## config.mk

```make
export PLATFORM = sky130hd
export DESIGN_NAME = slave_addr_match
export DESIGN_NICKNAME = d
export VERILOG_FILES = /design/src/rtl/slave_addr_match.sv
export SDC_FILE = /design/constraint.sdc
export NUM_CORES = 1
export LEC_CHECK = 0
export BUFFER_PORTS_ARGS = -buffer_cell sky130_fd_sc_hd__buf_2
export CAP_MARGIN = 20
export CORE_ASPECT_RATIO = 1.1
export CORE_UTILIZATION = 40
export DETAILED_ROUTE_END_ITERATION = 7
export GPL_ROUTABILITY_DRIVEN = 0
export SETUP_SLACK_MARGIN = 0.3
export SLEW_MARGIN = 30
export SYNTH_ARGS = -nofsm -noshare
export SYNTH_HDL_FRONTEND = slang
export SYNTH_SLANG_ARGS = --single-unit
```

## constraint.sdc

```tcl
create_clock -name clk -period 2.1 [get_ports clk]
set_input_delay 0.105 -clock clk [delete_from_list [all_inputs] [get_ports clk]]
set_output_delay 0.105 -clock clk [all_outputs]
set_load 0.03 [all_outputs]
```

## src/rtl/slave_addr_match.sv

```systemverilog
module slave_addr_match #(
  parameter int N_ENTRY = 4,
  parameter int SEL_W   = 4,
  parameter int IDX_W   = $clog2(N_ENTRY)
) (
  input  logic             clk,
  input  logic             rst_n,
  input  logic             reg_we,
  input  logic [SEL_W-1:0] reg_sel,
  input  logic [7:0]       reg_wdata,
  output logic [7:0]       reg_rdata,
  input  logic             addr_stb,
  input  logic [7:0]       addr_byte,
  output logic             match_valid,
  output logic             match_hit,
  output logic [IDX_W-1:0] match_idx,
  output logic             gc_hit,
  output logic             rw_bit,
  output logic             match_ack,
  output logic             addressed
);
  localparam int CTL_SEL = 2 * N_ENTRY;

  logic [6:0]         own_q [N_ENTRY];
  logic [6:0]         msk_q [N_ENTRY];
  logic [N_ENTRY-1:0] gc_q;
  logic               aa_q, master_q;

  logic [6:0]         rx_addr;
  logic               rx_zero;
  logic [N_ENTRY-1:0] ent_hit;
  logic [IDX_W-1:0]   pick_idx;
  logic               hit_now, ack_now, ctl_wr, stop_req;

  assign rx_addr  = addr_byte[7:1];
  assign rx_zero  = (rx_addr == 7'd0);
  assign ctl_wr   = reg_we && (reg_sel == SEL_W'(CTL_SEL));
  assign stop_req = ctl_wr && reg_wdata[2] && !master_q;

  for (genvar i = 0; i < N_ENTRY; i++) begin : g_ent
    assign ent_hit[i] = rx_zero ? gc_q[i]
                                : (((rx_addr ^ own_q[i]) & ~msk_q[i]) == 7'd0);
  end

  always_comb begin
    pick_idx = '0;
    for (int i = N_ENTRY - 1; i >= 0; i--)
      if (ent_hit[i]) pick_idx = IDX_W'(i);
  end

  assign hit_now = (|ent_hit) && !master_q;
  assign ack_now = hit_now && aa_q;

  always_ff @(posedge clk) begin
    if (!rst_n) begin
      for (int i = 0; i < N_ENTRY; i++) begin
        own_q[i] <= '0;
        msk_q[i] <= '0;
      end
      gc_q     <= '0;
      aa_q     <= 1'b0;
      master_q <= 1'b0;
    end else if (reg_we) begin
      for (int i = 0; i < N_ENTRY; i++) begin
        if (reg_sel == SEL_W'(i)) begin
          own_q[i] <= reg_wdata[7:1];
          gc_q[i]  <= reg_wdata[0];
        end
        if (reg_sel == SEL_W'(N_ENTRY + i))
          msk_q[i] <= reg_wdata[7:1];
      end
      if (ctl_wr) begin
        aa_q     <= reg_wdata[0];
        master_q <= reg_wdata[1];
      end
    end
  end

  always_ff @(posedge clk) begin
    if (!rst_n) begin
      match_valid <= 1'b0;
      match_hit   <= 1'b0;
      match_idx   <= '0;
      gc_hit      <= 1'b0;
      rw_bit      <= 1'b0;
      match_ack   <= 1'b0;
      addressed   <= 1'b0;
    end else begin
      match_valid <= addr_stb;
      if (addr_stb) begin
        match_hit <= hit_now;
        match_idx <= hit_now ? pick_idx : '0;
        gc_hit    <= hit_now && rx_zero;
        rw_bit    <= addr_byte[0];
        match_ack <= ack_now;
      end
      if (stop_req)
        addressed <= 1'b0;
      else if (addr_stb && ack_now)
        addressed <= 1'b1;
    end
  end

  always_comb begin
    reg_rdata = '0;
    for (int i = 0; i < N_ENTRY; i++) begin
      if (reg_sel == SEL_W'(i))           reg_rdata = {own_q[i], gc_q[i]};
      if (reg_sel == SEL_W'(N_ENTRY + i)) reg_rdata = {msk_q[i], 1'b0};
    end
    if (reg_sel == SEL_W'(CTL_SEL)) reg_rdata = {6'd0, master_q, aa_q};
  end
endmodule

```

==> metrics.yaml, run 1 <==
route:
  viasPerCell: 6.000
  wl_per_cell_um: 21.09
  drc: 0
  first_pass_iters: 5
  wirelength_um: 10920
  ant_nets: 0
  drt-initial-drc-count: 423
  vias: 3108
logic_synthesis:
  yosysTopAreaCell: "edfxtp_1"
  synthCells: 348
  ys_top_cells_by_area: "edfxtp_1, and2_1, dfxtp_1, xnor2_1, nand2_1"
  syn-cell-area_um2: 3736
  synth_top_area_share_pct: 45.01
  yosysUniqueCellTypes: 49
  seq_area_frac_synth_pct: 52.51
  synth.avg_cell_area_um2: 10.74
  ys_ff_latch: 70
  synth_nets: 372
  synth_warnings: 0
final_layout:
  num-nets-final: 423
  drive_gt1_share_pct: 23.76
  final_common_cell: "and2_1"
  instances_no_fill: 518
  final_area_um2: 4461
  antenna_cells: 0
  fill_cells: 825
  area_growth_pct: 19.39
  final_cell_mix: "and2_1, edfxtp_1, buf_2"
grt:
  grt_antenna_before_repair: 0
  grt_pass1_vias: 2926
  grt_overflow: 0
  grt_pass1_wl_um: 16640
  grt_start_max_net_pins: 27
  gr-usage-all-layers_pct: 23.89
timing:
  finalHoldViolCount: 0
  rsz0062_at_grt: "yes"
  fin_worst_skew_ns: 0.004298
  finalCriticalPeriod_ns: 1.886
  tns_ns: 0
  final_max_slew_viol_count: 0
  worst_pin_slew_ns: 0.4590
  fin_crit_sh_pct: 89.79
  fmax_mhz: 530.4
  setup_viol_count_final: 0
  slew_headroom_pct: 69.29
die:
  core_area_um2: 8964
  die_w_um: 94.15
  rows: 36
  die_area_um2: 9731
  die_h_um: 103.4
  boundaryPins: 40
  initial_core_util_pct: 41.68
pwr:
  p_per_area_nw_per_um2: 774.6
  finalPower_uw: 3455
  p_leak_uw: 0.001652
  vdd_drop_max_uv: 340.4
clock_network:
  cts_sinks: 70
  cts_tree: "done"
  clk_pin_slew_ns: 0.08
  numCtsBuffers: 9
  clockBufferDepth: 2
  clock-root-buffer: "clkbuf_8"
  cts_max_level: 3
  insertion_delay_ns: 0.35
  holdBufCountCts: 0
placement:
  placed_area_um2: 4094
  io_buffers: 39
  place_inst: 495
  dp_hpwl_um: 8018
outcome:
  status: "complete, no violations"
critical_path:
  arrival_ns: 2.18
  cp_max_fo: 2
  crit_required_ns: 2.40
  critical_path_class: "flip-flop to flip-flop"
  worstSetupStartpointType: "flip-flop"
  cp-end-kind: "flip-flop"
job:
  cap_violations: 0
min_path:
  worstHoldPathType: "input port to flip-flop"
## flip-flops by register name (all words and copies together) (netlist names)
name and cells:
msk_q 28, own_q 28, gc_q 4, match_idx 2, aa_q 1, addressed 1
gc_hit 1, master_q 1, match_ack 1, match_hit 1, match_valid 1, rw_bit 1
## where the power goes
group | leakage (uW) | internal (uW) | switching, uW
sequential | 0.000650 | 1570 | 63.3
combinational | 0.000884 | 187 | 291
clock | 0.000118 | 793 | 548
## per-stage QoR
step	setup WS, ns	util [%]	hold WS, ns
final	0.2145	49.76	0.01523
after global placement	0.1731	45.67	0.3681
after detailed placement	0.1718	45.67	0.3856
after floorplan	0.3327	-	0.2267
after CTS	0.2195	49.04	0.007033
after global routing	0.1714	49.76	0.02822
## kinds of logic (layout without fill, tap and decap cells)
family	count (synthesis)	after routing	synth area share [%]
and+or+nand+nor	149	149	22.71
AOI/OAI and AO/OA	74	74	14.64
DFF	70	70	52.51
xor gates and xnor gates	28	28	6.564
buffers and inverters	25	81	3.014
muxes	2	2	0.5693
## cell usage after synthesis, drive strengths merged
cell and instances:
o21ai 6, a22o 1, a31oi 1, nand3 9
o21a 4, a211o 3, nor3b 2, a211oi 1
a311oi 1, nand2b 2, and3 3, nand4 1
and2 60, nand3b 4, or4 2, a32o 6
o221a 1, clkbuf 9, a22oi 8, nor4 7
dfxtp 14, a21o 1, o311ai 1, a21oi 12
edfxtp 56, o22ai 17, a222oi 5, nor3 5
xnor2 28, nand2 29, mux2i 1, nor2 16
buf 12, nor2b 7, inv 4, a221o 2
or3 1, a221oi 2, nor4b 1, mux2 1
a21boi 2
## final timing paths
| kind | startpoint | end | slack [ns] | depth (start not counted) |
|---|---|---|---|---|
| worst min-delay path | addr_byte[0] | rw_bit | 0.02 | 3 |
| worst min register to register | aa_q | aa_q | 0.50 | 2 |
| worst max register to register | own_q[3][3] | match_idx[0] | 0.21 | 6 |
| worst max-delay path | own_q[3][3] | match_idx[0] | 0.21 | 6 |
## worst max-delay path, stage by stage, from the launching register on
cell	delay (ns)
edfxtp_1	0.46
xnor2_2	0.20
o22ai_2	0.10
or4_1	0.52
a221o_1	0.32
a21oi_2	0.13
o21a_1	0.11
## layout make-up
type | instances | area, um^2 | area share (%)
inverter | 4 | 15.01 | 0.3366
multi-input combinational | 253 | 1719 | 38.54
clock buffer | 9 | 123.9 | 2.777
sequential | 70 | 1962 | 43.98
timing repair buffer | 61 | 379.1 | 8.499
tap | 114 | 142.6 | 3.198
clock inverter | 7 | 118.9 | 2.665
## repair_timing
action | in CTS | in global routing
resized for setup | 8 | 13
endpoints found under the setup margin | 7 | 11
setup buffers | 4 | 3
pin swaps | 6 | 11
## metal layers
| layer | wire (um) | up-vias | global-route usage [%] |
|---|---|---|---|
| met5 | 0 | - | 0 |
| met1 | 4569 | 1501 | 31.46 |
| met2 | 5054 | 188 | 37.63 |
| met4 | 364 | 0 | 10.53 |
| li1 | - | 1380 | - |
| met3 | 935 | 39 | 5.556 |
Note: power is estimated with default switching activity, not from simulation.
==> inputs of run 2 (changes only) <==
--- a/config.mk
+++ b/config.mk
@@ -7,7 +7,7 @@
 export LEC_CHECK = 0
 export BUFFER_PORTS_ARGS = -buffer_cell sky130_fd_sc_hd__buf_2
 export CAP_MARGIN = 20
-export CORE_ASPECT_RATIO = 1.1
+export CORE_ASPECT_RATIO = 0.8
 export CORE_UTILIZATION = 40
 export DETAILED_ROUTE_END_ITERATION = 7
 export GPL_ROUTABILITY_DRIVEN = 0
==> run 2 against run 1 <==
Net effect: the run now ends with design-rule violations left; global-route usage up 0.97 points; non-clock buffer count increased by 5; first-iteration DRC count increased by 4.0%; register-to-register slack barely moved; clock skew is 0.0012 ns higher; critical path depth stayed put; clock-buffer cell count unchanged; fmax is 0.39% higher; cell area rose by 3.0%; critical endpoint unchanged; largest cell class unchanged; highest routed layer unchanged.
==> metrics.yaml, run 2 (synthesis results as in run 1) <==
timing:
  fin_crit_sh_pct: 89.44  # -0.35 points
  slew_headroom_pct: 61.95  # -7.3 points
  fin_worst_skew_ns: 0.005526  # +0.001228 ns
  tns_ns: 0  # unchanged
  finalHoldViolCount: 0  # unchanged
  worst_pin_slew_ns: 0.5687  # +0.1097 ns
  fmax_mhz: 532.4  # +0.39%
  final_max_slew_viol_count: 0  # unchanged
  rsz0062_at_grt: "yes"
  finalCriticalPeriod_ns: 1.878  # -0.007261 ns
  hold_ws_ns: 0.03059  # +0.01536 ns
  setup_viol_count_final: 0  # unchanged
critical_path:
  worst_path_max_delay_cell: "or4_1"
  path_cells: "xnor2_1 > o22ai_2 > or4_1 > a221o_1 > a21oi_2 > o21a_1"
  critical_path_class: "flip-flop to flip-flop"
  regToRegStartpoint: "own_q[3][2]"
  crit_required_ns: 2.38  # -0.02 ns
  cp-startpoint: "own_q[3][2]"
  cpPeakStageDelay_ns: 0.53  # about the same
  cp_max_fo: 2  # unchanged
  cp-end-kind: "flip-flop"
  crit_buf_inv: 0  # unchanged
  arrival_ns: 2.16  # -0.02 ns
  worstSetupStartpointType: "flip-flop"
  critPathTopFamily: "compound AO/OA/AOI/OAI gates"
grt:
  grt_antenna_before_repair: 0  # unchanged
  gr-usage-all-layers_pct: 24.87  # +0.97 points
  grt_pass1_vias: 2909  # -0.58%
  grt_pass1_wl_um: 17020  # +2.3%
  grt_overflow: 0  # unchanged
  grt_start_max_net_pins: 27  # unchanged
route:
  viasPerCell: 5.824  # -2.9%
  drc: 5  # +5
  first_pass_iters: 8  # +3
  drt-initial-drc-count: 440  # +4.0%
  vias: 3052  # -1.8%
  drt-met1-wl_um: 5212  # +14%
  highest_layer: "met4"
  wl_met2_um: 4855  # -3.9%
  wl_per_cell_um: 21.35  # +1.2%
  wl_met3_um: 958  # +2.5%
  ant_nets: 0  # unchanged
  wirelength_um: 11190  # +2.4%
clock_network:
  cts_max_level: 3  # unchanged
  insertion_delay_ns: 0.34  # about the same
  cts_tree: "done"
  cts_sinks: 70  # unchanged
  clock-root-buffer: "clkbuf_16"
  clk_pin_slew_ns: 0.05  # -0.03 ns
  holdBufCountCts: 0  # unchanged
  numCtsBuffers: 9  # unchanged
  clockBufferDepth: 2  # unchanged
pwr:
  p_leak_uw: 0.001706  # +3.3%
  p_clk_share_pct: 40.8  # +2.0 points
  swShare_pct: 25.91  # -0.21 points
  p_sw_uw: 937.6  # +3.9%
  p_int_uw: 2682  # +5.0%
  vdd_drop_max_uv: 736.8  # +120%
  seqPwrFrac_pct: 45.3  # -2.1 points
  pwr-share-comb_pct: 13.9  # about the same
  p_per_area_nw_per_um2: 787.5  # +1.7%
final_layout:
  reg_top3: "msk_q (28), own_q (28), gc_q (4)"
  final_cell_mix: "and2_1, edfxtp_1, buf_2"
  num-nets-final: 428  # +1.2%
  final_area_um2: 4596  # +3.0%
  area_growth_pct: 23.01
  antenna_cells: 0  # unchanged
  instances_no_fill: 524  # +1.2%
  fill_cells: 868  # +5.2%
  drive_gt1_share_pct: 26.41  # +2.6 points
  final_common_cell: "and2_1"
placement:
  placed_area_um2: 4133  # +0.95%
  io_buffers: 39  # unchanged
  dp_hpwl_um: 8277  # +3.2%
  place_inst: 501  # +1.2%
die:
  rows: 31  # -14%
  core_area_um2: 9076  # +1.3%
  boundaryPins: 40  # unchanged
  die_area_um2: 9733  # about the same
  die_w_um: 110.1  # +17%
  die_h_um: 88.44  # -14%
  initial_core_util_pct: 41.16  # -0.52 points
min_path:
  min_from: "addr_byte[0]"
  worstHoldPathType: "input port to flip-flop"
job:
  cap_violations: 0  # unchanged
outcome:
  status: "complete, but fails checks"
  violations: "design-rule violations"
run 2: cell count changes in the layout (fill, tap and decap cells not counted), sizes merged:
cell,delta
clkinvlp,+1
clkinv,+3
buf,+6
clkbuf,-1
bufinv,-2
inv,-2
run 2: layout make-up:
cell class	instances	area, um^2	area share [%]
Tap cell	115	143.9	3.131
Multi-Input combinational cell	253	1769	38.50
Timing Repair Buffer	66	415.4	9.039
Inverter	4	15.01	0.3267
Clock buffer	9	225.2	4.901
Clock inverter	7	65.06	1.416
Sequential cell	70	1962	42.69
run 2: power groups by stage:
stage | registers (uW) | logic (uW) | clock network [uW]
floorplan | 1650 | 277 | 0
global placement | 1670 | 440 | 0
detailed placement | 1670 | 443 | 0
CTS | 1640 | 468 | 1500
global route | 1650 | 538 | 1550
finish | 1640 | 502 | 1480
run 2: final timing paths:
kind	to	slack, ns	depth (start not counted)
max reg2reg	match_idx[0]	0.22	6
min	rw_bit	0.03	3
min reg2reg	aa_q	0.49	2
max	match_idx[0]	0.22	6
run 2: metal layers:
metal,track usage (%),vias to the layer above
li1,-,1395
met2,35.80,146
met1,37.02,1491
met3,6.112,20
met5,0,-
met4,6.788,0
run 2: timing repair:
| action | 4_1_cts | 5_1_grt |
|---|---|---|
| gates resized for setup | 14 | 14 |
| setup endpoints to repair | 8 | 12 |
| hold endpoints to repair | 0 | 0 |
| buffers inserted | 3 | 4 |
| pin swaps | 7 | 12 |
run 2: through the flow:
stage | worst slack, ns | power (uW) | util [%]
2_1_floorplan | 0.3327 | 1929 | -
3_3_place_gp | 0.1858 | 2105 | 45.53
3_5_place_dp | 0.1748 | 2108 | 45.53
4_1_cts | 0.2625 | 3603 | 49.53
5_1_grt | 0.1699 | 3733 | 50.63
6_report | 0.2217 | 3619 | 50.63
run 2: worst reg2reg max path: cells and delay by family, from the launching register on:
kind,cells,cell delay [ns]
compound gates,4,0.64
simple gates,1,0.53
flops,1,0.44
xor+xnor,1,0.21
